[config.mk]
export PLATFORM = sky130hd
export DESIGN_NAME = sar_adc_ctrl
export DESIGN_NICKNAME = d
export VERILOG_FILES = /design/src/rtl/sar_pkg.sv /design/src/rtl/sar_clkdiv.sv /design/src/rtl/sar_search.sv /design/src/rtl/sar_adc_ctrl.sv
export SDC_FILE = /design/constraint.sdc
export NUM_CORES = 1
export LEC_CHECK = 0
export ABC_AREA = 1
export CAP_MARGIN = 20
export CORE_UTILIZATION = 54
export CTS_BUF_LIST = sky130_fd_sc_hd__clkbuf_8
export DETAILED_ROUTE_END_ITERATION = 16
export DONT_BUFFER_PORTS = 1
export GPL_ROUTABILITY_DRIVEN = 1
export PLACE_DENSITY = 0.73
export REMOVE_ABC_BUFFERS = 1
export SYNTH_ARGS = -nofsm -noshare
export SYNTH_HDL_FRONTEND = slang
export SYNTH_SLANG_ARGS = --single-unit
export TNS_END_PERCENT = 50
[constraint.sdc]
create_clock -name clk -period 4.7 [get_ports clk]
set_input_delay 1.41 -clock clk [delete_from_list [all_inputs] [get_ports clk]]
set_output_delay 1.41 -clock clk [all_outputs]
set_load 0.03 [all_outputs]
[src/rtl/sar_pkg.sv]
package sar_pkg;
  localparam int CH_W = 3;
  localparam int BIT_FLAG = 7;
  localparam int BIT_RATE = 6;
  localparam int BIT_EN = 5;

  typedef enum logic [1:0] {
    ST_IDLE   = 2'd0,
    ST_SAMPLE = 2'd1,
    ST_SEARCH = 2'd2
  } sar_state_e;
endpackage

[src/rtl/sar_clkdiv.sv]
module sar_clkdiv #(
  parameter int DIV_FAST = 2,
  parameter int DIV_SLOW = 4
) (
  input  logic clk,
  input  logic rst,
  input  logic clear,
  input  logic run,
  input  logic fast,
  output logic tick
);
  localparam int DMAX = (DIV_FAST > DIV_SLOW) ? DIV_FAST : DIV_SLOW;
  localparam int CW = (DMAX > 2) ? $clog2(DMAX) : 1;
  localparam logic [CW-1:0] LIM_F = CW'(DIV_FAST - 1);
  localparam logic [CW-1:0] LIM_S = CW'(DIV_SLOW - 1);

  logic [CW-1:0] cnt;
  logic [CW-1:0] lim;

  assign lim  = fast ? LIM_F : LIM_S;
  assign tick = run && (cnt == lim);

  always_ff @(posedge clk) begin
    if (rst || clear || !run) cnt <= '0;
    else if (cnt == lim)      cnt <= '0;
    else                      cnt <= cnt + 1'b1;
  end
endmodule

[src/rtl/sar_search.sv]
module sar_search #(
  parameter int RES = 10
) (
  input  logic           clk,
  input  logic           rst,
  input  logic           load,
  input  logic           step,
  input  logic           cmp,
  output logic [RES-1:0] code,
  output logic [RES-1:0] decided,
  output logic           at_lsb
);
  localparam int IW = (RES > 2) ? $clog2(RES) : 1;
  localparam logic [IW-1:0] TOP_IDX = IW'(RES - 1);

  logic [IW-1:0]  idx;
  logic [RES-1:0] mask;

  assign mask    = {{(RES-1){1'b0}}, 1'b1} << idx;
  assign decided = cmp ? code : (code & ~mask);
  assign at_lsb  = (idx == '0);

  always_ff @(posedge clk) begin
    if (rst) begin
      code <= '0;
      idx  <= '0;
    end else if (load) begin
      code <= {1'b1, {(RES-1){1'b0}}};
      idx  <= TOP_IDX;
    end else if (step) begin
      if (at_lsb) begin
        code <= decided;
      end else begin
        code <= decided | (mask >> 1);
        idx  <= idx - 1'b1;
      end
    end
  end
endmodule

[src/rtl/sar_adc_ctrl.sv]
module sar_adc_ctrl
  import sar_pkg::*;
#(
  parameter int RES          = 10,
  parameter int SAMPLE_TICKS = 4,
  parameter int DIV_FAST     = 2,
  parameter int DIV_SLOW     = 4
) (
  input  logic            clk,
  input  logic            rst,
  input  logic            csr_we,
  input  logic [7:0]      csr_wdata,
  output logic [7:0]      csr_rdata,
  input  logic            dat_hi_rd,
  output logic [7:0]      dat_hi,
  output logic [7:0]      dat_lo,
  input  logic            cmp_in,
  output logic [CH_W-1:0] chan_sel,
  output logic            samp_en,
  output logic [RES-1:0]  dac_code
);
  localparam int LO_W = RES - 8;
  localparam int SCW = (SAMPLE_TICKS > 2) ? $clog2(SAMPLE_TICKS) : 1;
  localparam logic [SCW-1:0] SAMP_LAST = SCW'(SAMPLE_TICKS - 1);

  sar_state_e     state;
  logic [SCW-1:0] samp_cnt;
  logic           eoc_q, rate_q, en_q;
  logic [CH_W-1:0] chan_q;
  logic [7:0]     hi_q;
  logic [LO_W-1:0] lo_q;

  logic start, stop, busy, tick, load, step, at_lsb, done_stb;
  logic [RES-1:0] decided;
  logic unused_wbits;

  assign unused_wbits = ^{csr_wdata[BIT_FLAG], csr_wdata[4:3]};
  assign start = csr_we && csr_wdata[BIT_EN];
  assign stop  = csr_we && !csr_wdata[BIT_EN];
  assign busy  = (state != ST_IDLE);
  assign load  = tick && (state == ST_SAMPLE) && (samp_cnt == SAMP_LAST) && !csr_we;
  assign step  = tick && (state == ST_SEARCH) && !csr_we;
  assign done_stb = step && at_lsb;

  sar_clkdiv #(.DIV_FAST(DIV_FAST), .DIV_SLOW(DIV_SLOW)) u_div (
    .clk(clk), .rst(rst), .clear(start), .run(busy), .fast(rate_q), .tick(tick)
  );

  sar_search #(.RES(RES)) u_search (
    .clk(clk), .rst(rst), .load(load), .step(step), .cmp(cmp_in),
    .code(dac_code), .decided(decided), .at_lsb(at_lsb)
  );

  always_ff @(posedge clk) begin
    if (rst) begin
      state    <= ST_IDLE;
      samp_cnt <= '0;
      samp_en  <= 1'b0;
      eoc_q    <= 1'b0;
      rate_q   <= 1'b0;
      en_q     <= 1'b0;
      chan_q   <= '0;
      hi_q     <= '0;
      lo_q     <= '0;
    end else begin
      if (csr_we) begin
        rate_q <= csr_wdata[BIT_RATE];
        en_q   <= csr_wdata[BIT_EN];
        chan_q <= csr_wdata[CH_W-1:0];
      end
      if (start) begin
        state    <= ST_SAMPLE;
        samp_cnt <= '0;
        samp_en  <= 1'b1;
      end else if (stop) begin
        state   <= ST_IDLE;
        samp_en <= 1'b0;
      end else begin
        case (state)
          ST_SAMPLE: if (tick) begin
            if (samp_cnt == SAMP_LAST) begin
              state   <= ST_SEARCH;
              samp_en <= 1'b0;
            end else begin
              samp_cnt <= samp_cnt + 1'b1;
            end
          end
          ST_SEARCH: if (done_stb) state <= ST_IDLE;
          default: ;
        endcase
      end
      if (done_stb)               eoc_q <= 1'b1;
      else if (start || dat_hi_rd) eoc_q <= 1'b0;
      if (done_stb) begin
        hi_q <= decided[RES-1 -: 8];
        lo_q <= decided[LO_W-1:0];
      end
    end
  end

  assign csr_rdata = {eoc_q, rate_q, en_q, 2'b00, chan_q};
  assign chan_sel  = chan_q;
  assign dat_hi    = hi_q;
  assign dat_lo    = 8'(lo_q);
endmodule

Word level (Yosys, flattened, before mapping)
Cells that the tools add are included.
- $add $sub $neg: 3
- eq/ne operators: 11
- shift operators: 1
- muxes and demuxes: 21
- bitwise logic cells: 6
- reductions and logical operators: 34
- operators by type and width (operator ; number):
    $mux 10 ; 4
    $mux 4 ; 3
    $reduce_and 4->1 ; 3
    $and 10x10->10 ; 1
    $not 10->10 ; 1
    $or 10x9->10 ; 1
    $shl 1x4->10 const A ; 1
    $logic_and 1x1->1 ; 9
    $mux 1 ; 9
    $reduce_bool 3->1 ; 3
    $mux 2 ; 4
    $ne 4x4->1 const B ; 2
    $reduce_bool 2->1 ; 4
    $ne 2x2->1 const B ; 3
    $reduce_or 2->1 ; 3
    $add 2x1->2 const B ; 2
    $eq 2x2->1 const B ; 2
    $logic_not 4->1 ; 1
    $ne 4x3->1 const B ; 1
    $pmux 2 s2 ; 1
    $reduce_and 2->1 ; 2
    $reduce_bool 4->1 ; 1
    $sub 4x1->4 const B ; 1
    $logic_not 1->1 ; 3
    7 further kinds ; 11
- register bits: 37
- input port bits: 13
- output and inout bits: 38
- word-level logic and storage cells: 91

Depth between registers and ports, before layout
Gate-level depths: netlist (run 1).
- depth in word-level cells: 10
- gate-level depth with buffers: 9

Hierarchy
A second synthesis (run 1) with hierarchy kept.
- cell total of the unflattened synthesis: 267
- area total of the unflattened synthesis: 1939.4 µm²
- modules (own cells, without submodules) (module ; times used ; cells an instance ; area an instance (µm²) ; seq. area each (µm²)):
    sar_adc_ctrl ; 1 ; 132 ; 1028.5 ; 420.4
    sar_search ; 1 ; 121 ; 817.0 ; 280.3
    sar_clkdiv ; 1 ; 14 ; 93.8 ; 40.0

Least setup slack after synthesis (run 1)
No wires, ideal clock.
- path kind: in2reg
- start: input port csr_we
- end: register hi_q[1], in the netlist dat_hi[1]
- setup time: 128 ps
- arrival time: 2149 ps
- required time: 4572 ps
- setup slack: 2423 ps
- stages: 5
- path buffers: 1
- cells stage by stage: nor2_1 > nand3_2 > buf_6 > a21oi_1 > nor2_1
- longest elaborated chain between the ends: 3
- ends and longest elaborated chain (what ; RTL line ; text):
    start: declaration ; sar_adc_ctrl.sv:11 ; input logic csr_we,
    $logic_not 1->1 ; sar_adc_ctrl.sv:42 ; assign step = tick && (state == ST_SEARCH) && !csr_we;
    $logic_and 1x1->1 ; sar_adc_ctrl.sv:42 ;
    $logic_and 1x1->1 ; sar_adc_ctrl.sv:43 ; assign done_stb = step && at_lsb;
    end signal: assignment ; sar_adc_ctrl.sv:95 ; hi_q <= decided[RES-1 -: 8];
    end: declaration ; sar_adc_ctrl.sv:30 ; logic [7:0] hi_q;
No other way between the ends.
A chain may end at the register's enable or synchronous reset.

Worst setup path in the final report (run 1)
- start: register chan_q[0], in the netlist chan_sel[0]
- end: output port chan_sel[0]
- RTL lines (what ; RTL line ; text):
    start: declaration ; sar_adc_ctrl.sv:29 ; logic [CH_W-1:0] chan_q;
    start signal: assignment ; sar_adc_ctrl.sv:69 ; chan_q <= csr_wdata[CH_W-1:0];
    end: declaration ; sar_adc_ctrl.sv:18 ; output logic [CH_W-1:0] chan_sel,
No word-level cell between the ends.

==> summary.md, run 1 <==
| Metric | Value |
|---|---|
| Ys Warns | `0` |
| Routed WL per cell | `12.3 um` |
| I/O Buffers | `0` |
| Unique masters post-synth | `30` |
| Fin crit period | `2.41 ns` |
| Async S/R FF share, synth | `0%` |
| Layout area overhead | `1.13%` |
| FILL cells | `326` |
| Post-Syn Instances | `248` |
| Main synth FF type | `dfxtp_1` |
| Resized cells post-CTS | `0` |
| 1st-iter DRT viols | `between 90 and 100` |
| Post-synth EDFFs | `0` |
| Share of cells above drive strength 1 | `8.33%` |
| Max_cap viols | `0` |
| Core box area | `3340 um2` |
| RSZ-0062 raised after global routing | `false` |
| Final setup viols | `0` |
| Remaining design rule violation count | `0` |
| CTS Root Buffer Type | `clkbuf_8` |
| Fin. max-slew vios | `0` |
| Fmax | `approximately 420 MHz` |
| Met2 routed WL | `1.65 mm` |
| Router iterations before antenna repair | `4` |
| CTS Buf Count | `5` |
| Clock latency on the worst-skew pair | `about 0.29 ns` |
| Initial antenna violation count | `0` |
| Die footprint | `3730 um2` |
| Rows | `21` |
| CTS clk-pin slew, worst paths | `0.08 ns` |
| Post-Route WL | `3.52 mm` |
| Status | `finished, final reports clean` |
| Max-Slew Margin vs Limit | `58.9%` |
| Mapped cell area | `roughly 1900 um2` |
| WS Path Type | `reg2out` |
| Post-CTS Hold Fix Bufs | `0` |
| Register area share after synthesis | `39.3%` |
| Area of the multi-input gates | `913 um2` |
| Placed Cells incl. Taps | `279` |
| Antenna Cells | `0` |
| Via density per instance | `5.15` |
| Largest net degree at the start of global routing | `17` |
| Chip height | `approximately 60 um` |
| Commonest non-fill, non-tap cell in the layout | `nand2_1` |
| CTS max path bufs | `2` |
| Worst EP arrival | `1.00 ns` |
| Fin. Hold Viols | `0` |
| Worst Path Max Fanout | `3` |
| Number of global-route vias before repair | `1311` |
| Pwr/cell area | `327 nW/um2` |
| Post-CTS Setup Inserts | `0` |
| VDD IR-drop max | `136 uV` |
| Post-DP HPWL | `2.45 mm` |
| H-tree Lvls | `2` |
| Detailed-route via count | `1473` |
| First-pass GRT wire length | `about 5.7 mm` |
| WP data required | `3.29 ns` |
| IO Count | `51` |
| Metal3 WL | `221 um` |
| All-layer global routing usage | `approximately a fifth` |
| Post-layout instance area | `roughly 1900 um2` |
| Startpoint types | `register` |
| Hold Crit Class | `reg2reg` |
| Congestion Overflow GR | `0` |
| Post-route ant nets | `0` |
| CTS tree | `done` |
| Type of destination of the critical path | `primary output` |
| Die Wd | `61.1 um` |
| Non-Filler Instances | `286` |
| Synth Area per Inst | `roughly 7.6 um2` |
| Fin Clk Skew | `between 0.01 and 0.015 ns` |
| Slew @ Worst Pin | `0.616 ns` |
| Register-to-Register Setup Slack | `2.90 ns` |
| Post-place instance area | `1800 um2` |
| Lkg Pwr | `0.000770 uW` |
| Commonest cells after routing, fill and taps aside | `nand2_1, dfxtp_1, a21oi_1` |
| Met1 WL | `1.60 mm` |
| Tcrit/Tclk final | `51.2%` |
| FF+latch area | `741 um2` |
| Initial core utilization | `56.5%` |
| #FFs+latches synth | `37` |
| Setup Total Neg Slack | `0 ns` |
| Nets | `262` |
| GPL Wtd Cong | `about 0.80` |
| Clock sink total | `37` |
| Top Metal Used | `met4` |
[registers in the layout (all words and copies together), names as in the netlist]
name	flops
u_search.idx	4
eoc_q	1
dat_hi	8
state	2
rate_q	1
u_search.code	10
chan_sel	3
lo_q	2
u_div.cnt	2
samp_cnt	2
en_q	1
samp_en	1
[cell usage after synthesis, drive strengths merged (3+ instances only)]
library cell  number  area, um2
xor2               3       26.3
nand2             44        175
dfxtp             37        741
a21oi             28        140
o21ai             22        110
inv               22       82.6
buf               20        159
ha                 9        113
nor3               4       31.3
nand3             14       80.1
a21boi             5       37.5
nor2              30        134
[layer usage]
layer / global-route usage (%) / vias up
li1: - / 763
met1: 26.3 / 668
met2: 33.2 / 37
met3: 7.98 / 5
met4: 6.82 / 0
met5: 0 / -
[cell families (layout without fill, tap and decap cells)]
kind of cell | Yosys count | after routing | share of synthesized area [%]
AO/OA/AOI/OAI | 56 | 56 | 15.7
XOR/XNOR | 4 | 4 | 1.86
adder cells (fa/ha/maj) | 9 | 9 | 5.97
buffers and inverters | 46 | 31 | 13.7
flip-flops | 37 | 37 | 39.3
other | 1 | 8 | 0.199
AND/OR/NAND/NOR | 95 | 95 | 23.4
[worst reg2reg max path, cell delays in order, from the launching register on]
cell	delay, ns
dfxtp_1	0.57
nor2_2	0.12
nor3_4	0.29
nand2_2	0.23
inv_2	0.25
o21ai_0	0.13
a21oi_1	0.14
[cell type report]
class | instances | area share (%)
Multi-Input combinational cell | 172 | 47.9
Clock inverter | 2 | 1.84
Tap cell | 46 | 3.02
Clock buffer | 5 | 3.61
Inverter | 24 | 4.79
Sequential cell | 37 | 38.8
[metrics by stage]
step | worst slack [ns] | util, % | total power [uW] | hold WS [ns]
after CTS | 2.28 | 57.1 | 630 | 0.453
after global placement | 2.23 | 54.0 | 368 | 0.439
after detailed placement | 2.20 | 54.0 | 368 | 0.441
after floorplan | 2.42 | - | 363 | 0.427
final | 2.29 | 57.1 | 624 | 0.450
after global routing | 2.25 | 57.1 | 646 | 0.496
[worst paths after layout]
kind               startpoint               end  cells past startpoint
setup / recovery  chan_sel[0]       chan_sel[0]                      0
hold / removal    samp_cnt[1]       samp_cnt[1]                      2
setup reg to reg       rate_q  u_search.code[3]                      6
hold reg to reg   samp_cnt[1]       samp_cnt[1]                      2
[power breakdown]
| part | total (uW) | switching (uW) | leakage (uW) | internal (uW) |
|---|---|---|---|---|
| registers | 332 | 14.3 | 0.000300 | 318 |
| logic | 28.5 | 22.1 | 0.000416 | 6.36 |
| clock network | 263 | 109 | 0.0000540 | 154 |
Power figures use the tool's default switching activity.
==> inputs of run 2 (changes only) <==
clock period = 2.4 ns   (was 4.7 ns; I/O delays follow)
==> summary.md, run 2 (synthesis results as in run 1) <==
| Metric | Value |
|---|---|
| Cell repeated most along the worst path | `nor2_2` |
| H-tree Lvls | `2 (unchanged)` |
| Tcrit/Tclk final | `74.0%` |
| Type of destination of the critical path | `register` |
| Clock latency on the worst-skew pair | `0.29 ns (about the same)` |
| Initial core utilization | `56.5% (unchanged)` |
| Non-Filler Instances | `286 (unchanged)` |
| Remaining design rule violation count | `0 (unchanged)` |
| Net Sw Power | `283 uW (+95%)` |
| Post-route ant nets | `0 (unchanged)` |
| Post-layout instance area | `1910 um2 (unchanged)` |
| Clock sink total | `37 (unchanged)` |
| Router iterations before antenna repair | `5 (+1)` |
| Register-to-Register Setup Slack | `0.62 ns (-2.28 ns)` |
| Congestion Overflow GR | `0 (unchanged)` |
| Lkg Pwr | `0.000770 uW (unchanged)` |
| Worst-path cell chain | `nor2_2 > nor2_1 > nand3_1 > nor2_2 > nand2_2 > nand2_1 > a21oi_1` |
| Logic gate share of total power | `4.5% (about the same)` |
| Nets | `262 (unchanged)` |
| Reg power frac | `53.3% (about the same)` |
| WS Path Type | `reg2reg` |
| Fin crit period | `1.78 ns` |
| CTS Buf Count | `5 (unchanged)` |
| Final setup viols | `0 (unchanged)` |
| Largest register FFs | `10 (unchanged)` |
| Fin. max-slew vios | `0 (unchanged)` |
| Status | `finished, final reports clean` |
| Die footprint | `3730 um2 (unchanged)` |
| CTS max path bufs | `2 (unchanged)` |
| Number of global-route vias before repair | `1320 (+0.69%)` |
| Worst EP arrival | `1.93 ns (+0.93 ns)` |
| RSZ-0062 raised after global routing | `false` |
| GPL Wtd Cong | `0.794 (-0.59%)` |
| Worst Path Max Fanout | `11 (+8)` |
| Pwr/cell area | `640 nW/um2 (+96%)` |
| Hold Crit Class | `reg2reg` |
| Largest net degree at the start of global routing | `17 (unchanged)` |
| Commonest cells after routing, fill and taps aside | `nand2_1, dfxtp_1, a21oi_1` |
| Chip height | `61.1 um (unchanged)` |
| Fin Clk Skew | `0.00842 ns (-0.00217 ns)` |
| Hold path endpoint | `samp_cnt[1]` |
| First-pass GRT wire length | `5.68 mm (-0.86%)` |
| Hold path depth | `2 (unchanged)` |
| Initial antenna violation count | `0 (unchanged)` |
| Core box area | `3340 um2 (unchanged)` |
| Max_cap viols | `0 (unchanged)` |
| 1st-iter DRT viols | `141 (+47%)` |
| Die Wd | `61.1 um (unchanged)` |
| Routed WL per cell | `12.0 um (-2.2%)` |
| Via density per instance | `5.15 (about the same)` |
| Clk pwr share | `42.1% (about the same)` |
| Fin. Hold Viols | `0 (unchanged)` |
| Rows | `21 (unchanged)` |
| Share of cells above drive strength 1 | `8.33% (unchanged)` |
| Post-Route WL | `3.44 mm (-2.2%)` |
| Post-place instance area | `1800 um2 (unchanged)` |
| CTS clk-pin slew, worst paths | `0.08 ns (about the same)` |
| End of the worst register-to-register path | `u_search.code[2]` |
| Post-CTS Hold Fix Bufs | `0 (unchanged)` |
| Worst path slowest cell | `dfxtp_1` |
| Commonest non-fill, non-tap cell in the layout | `nand2_1` |
| R2R depth | `7 (+1)` |
| CTS tree | `done` |
| Slew @ Worst Pin | `0.605 ns (-0.0109 ns)` |
| P_int | `937 uW (+96%)` |
| WP data required | `2.55 ns (-0.74 ns)` |
| Setup Total Neg Slack | `0 ns (unchanged)` |
| Post-DP HPWL | `2.45 mm (+0.18%)` |
| Detailed-route via count | `1474 (+0.068%)` |
| Hold wc startpoint | `samp_cnt[1]` |
| Startpoint types | `register` |
| Max-Slew Margin vs Limit | `59.6% (+0.73 points)` |
| All-layer global routing usage | `21.2% (+0.20 points)` |
| CTS Root Buffer Type | `clkbuf_8` |
| Post-CTS Setup Inserts | `0 (unchanged)` |
| Switching part of the total power | `23.2% (-0.097 points)` |
| Antenna Cells | `0 (unchanged)` |
| Fmax | `563 MHz` |
| Placed Cells incl. Taps | `279 (unchanged)` |
| Layout area overhead | `1.13% (unchanged)` |
| Reg with most FFs | `u_search.code` |
| I/O Buffers | `0 (unchanged)` |
| Critical R2R Launch | `rate_q` |
| Highest cell delay on the worst timing path | `slightly below 0.6 ns` |
| IO Count | `51 (unchanged)` |
| Worst hold margin | `0.452 ns (+0.00160 ns)` |
| VDD IR-drop max | `326 uV (+140%)` |
| Resized cells post-CTS | `0 (unchanged)` |
==> run 2: cell counts in the layout (fill, tap and decap cells not counted) <==
No cell type changed its count.
==> run 2: stage by stage <==
stage | util (%) | total power (uW) | setup WS [ns]
floorplan | - | 712 | 0.807
global placement | 54.0 | 720 | 0.628
detailed placement | 54.0 | 720 | 0.605
CTS | 57.1 | 1230 | 0.604
global route | 57.1 | 1270 | 0.435
finish | 57.1 | 1220 | 0.624
==> run 2: layout make-up <==
type | count | area, um2
inverter | 24 | 91.3
clock buffer | 5 | 68.8
fill | 330 | 1430
sequential | 37 | 741
multi-input combinational | 172 | 913
tap | 46 | 57.6
clock inverter | 2 | 35.0
==> run 2: how the worst max path moves through the flow <==
stage	endpoint	start	slack, ns	depth (start not counted)
6_report	u_search.code[2]	rate_q	0.62	7
5_1_grt	u_search.code[4]	rate_q	0.44	6
4_1_cts	u_search.code[4]	rate_q	0.60	7
3_5_place_dp	state[0]	csr_we	0.61	6
3_3_place_gp	state[0]	csr_we	0.63	6
2_1_floorplan	state[0]	csr_we	0.81	6
==> run 2: critical path, delay by kind of cell, from the launching register on <==
family	cells	cell delay (ns)
AOI/OAI and AO/OA	1	0.08
DFF	1	0.58
and+or+nand+nor	6	0.98
==> run 2: routing by layer <==
layer | track usage, % | wire [um]
met1 | 25.5 | 1580
met2 | 33.7 | 1560
met3 | 9.45 | 256
met4 | 7.14 | 45
met5 | 0 | 0
==> run 2: power by group through the flow <==
stage	combinational (uW)	sequential, uW	clock (uW)
2_1_floorplan	48.7	663	0
3_3_place_gp	55.4	665	0
3_5_place_dp	55.6	665	0
4_1_cts	55.6	651	528
5_1_grt	64.8	652	551
6_report	55.5	651	514
==> inputs of run 3 (changes only) <==
clock period = 1.8 ns   (was 2.4 ns; I/O delays follow)
==> summary.md, run 3 (synthesis results as in run 1) <==
| Metric | Value |
|---|---|
| Status | `finished, final reports clean` |
| Commonest cells after routing, fill and taps aside | `nand2_1, dfxtp_1, a21oi_1` |
| Post-CTS Setup Inserts | `0 (unchanged)` |
| Worst hold margin | `0.310 ns (-0.142 ns)` |
| Rows | `21 (unchanged)` |
| Post-CTS Hold Fix Bufs | `0 (unchanged)` |
| Router iterations before antenna repair | `4 (-1)` |
| Share of cells above drive strength 1 | `11.6% (+3.3 points)` |
| Hold Crit Class | `in2reg` |
| Total power | `1800 uW (+47%)` |
| Nets | `270 (+3.1%)` |
| CTS Root Buffer Type | `clkbuf_8` |
| Final setup viols | `0 (unchanged)` |
| Placed Cells incl. Taps | `287 (+2.9%)` |
| Initial core utilization | `56.5% (unchanged)` |
| Clock latency on the worst-skew pair | `0.29 ns (about the same)` |
| Detailed-route via count | `1536 (+4.2%)` |
| CTS Buf Count | `5 (unchanged)` |
| Fin. Hold Viols | `0 (unchanged)` |
| Chip height | `61.1 um (unchanged)` |
| 1st-iter DRT viols | `118 (-16%)` |
| Post-place instance area | `1860 um2 (+3.3%)` |
| Met1 WL | `1.68 mm (+6.3%)` |
| Post-layout instance area | `2000 um2 (+4.7%)` |
| Layout area overhead | `5.91%` |
| RSZ-0062 raised after global routing | `false` |
| Slew @ Worst Pin | `0.609 ns (+0.00365 ns)` |
| Fin Clk Skew | `0.00334 ns (-0.00508 ns)` |
| Routed WL per cell | `12.9 um (+7.1%)` |
| Post-route ant nets | `0 (unchanged)` |
| GPL Wtd Cong | `0.831 (+4.6%)` |
| Worst Path Max Fanout | `11 (unchanged)` |
| Largest net degree at the start of global routing | `17 (unchanged)` |
| CTS tree | `done` |
| CTS clk-pin slew, worst paths | `0.07 ns (about the same)` |
| VDD IR-drop max | `604 uV (+86%)` |
| Lkg Pwr | `0.000821 uW (+6.6%)` |
| Startpoint types | `register` |
| Non-Filler Instances | `295 (+3.1%)` |
| WS Path Type | `reg2reg` |
| Max_cap viols | `0 (unchanged)` |
| Initial antenna violation count | `0 (unchanged)` |
| Type of destination of the critical path | `register` |
| Antenna Cells | `0 (unchanged)` |
| Met2 routed WL | `1.86 mm (+19%)` |
| Setup Total Neg Slack | `0 ns (unchanged)` |
| Die footprint | `3730 um2 (unchanged)` |
| First-pass GRT wire length | `5.97 mm (+5.1%)` |
| Core box area | `3340 um2 (unchanged)` |
| Congestion Overflow GR | `0 (unchanged)` |
| Fin crit period | `1.60 ns (-0.175 ns)` |
| Max-Slew Margin vs Limit | `59.4% (-0.24 points)` |
| Pwr/cell area | `901 nW/um2 (+41%)` |
| FILL cells | `331 (+0.30%)` |
| Reg with most FFs | `u_search.code` |
| Fin. max-slew vios | `0 (unchanged)` |
| Remaining design rule violation count | `0 (unchanged)` |
| Die Wd | `61.1 um (unchanged)` |
| All-layer global routing usage | `21.9% (+0.73 points)` |
| H-tree Lvls | `2 (unchanged)` |
| Largest register FFs | `10 (unchanged)` |
| Post-Route WL | `3.80 mm (+10%)` |
| CTS max path bufs | `2 (unchanged)` |
| Worst EP arrival | `1.79 ns (-0.14 ns)` |
| Resized cells post-CTS | `0 (unchanged)` |
| Via density per instance | `5.21 (+1.0%)` |
| Tcrit/Tclk final | `89.0% (+15 points)` |
| Number of global-route vias before repair | `1389 (+5.2%)` |
| IO Count | `51 (unchanged)` |
| WP data required | `1.99 ns (-0.56 ns)` |
| Top Metal Used | `met4` |
| Metal3 WL | `216 um (-16%)` |
| I/O Buffers | `0 (unchanged)` |
| Fmax | `624 MHz (+11%)` |
| Post-DP HPWL | `2.73 mm (+11%)` |
| Commonest non-fill, non-tap cell in the layout | `nand2_1` |
| Clock sink total | `37 (unchanged)` |
## run 3: power breakdown
part	switching, uW	internal (uW)	leakage [uW]
sequential	33.8	830	0.000300
clock	299	550	0.0000681
combinational	63.4	21.4	0.000453
total	396	1400	0.000821
## run 3: worst max-delay path, cell delays in order (launching register included)
cell and delay (ns):
dfxtp_1 0.40, inv_1 0.12, ha_1 0.27, nand2_2 0.13, clkinv_2 0.07, nand3_2 0.07, buf_4 0.18, nor2_1 0.06
a21oi_1 0.13, nor2_1 0.05
## run 3: stage by stage
stage	utilization, %	setup WS (ns)
2_1_floorplan	-	0.295
3_3_place_gp	55.8	0.261
3_5_place_dp	55.8	0.198
4_1_cts	59.8	0.176
5_1_grt	59.8	0.00208
6_report	59.8	0.198
## run 3: cell type report
class                   instances  area (um2)  share of cell area (%)
well taps                      46        57.6                    2.88
repair buffers                  8        60.1                    3.01
flip-flops and latches         37         741                    37.1
multi-input cells             172         913                    45.7
clock buffers                   5        68.8                    3.45
clock inverters                 3        65.1                    3.26
inverters                      24        91.3                    4.57
## run 3: final timing paths
check	start	end	slack [ns]	depth (start not counted)
min reg2reg	samp_cnt[1]	samp_cnt[1]	0.46	2
max	u_search.idx[0]	lo_q[0]	0.20	9
min	rst	dat_hi[5]	0.31	1
max reg2reg	u_search.idx[0]	lo_q[0]	0.20	9
## run 3: routing by layer
layer | track usage (%) | up-vias
li1 | - | 781
met1 | 25.3 | 696
met2 | 37.4 | 49
met3 | 8.40 | 10
met4 | 6.82 | 0
met5 | 0 | -
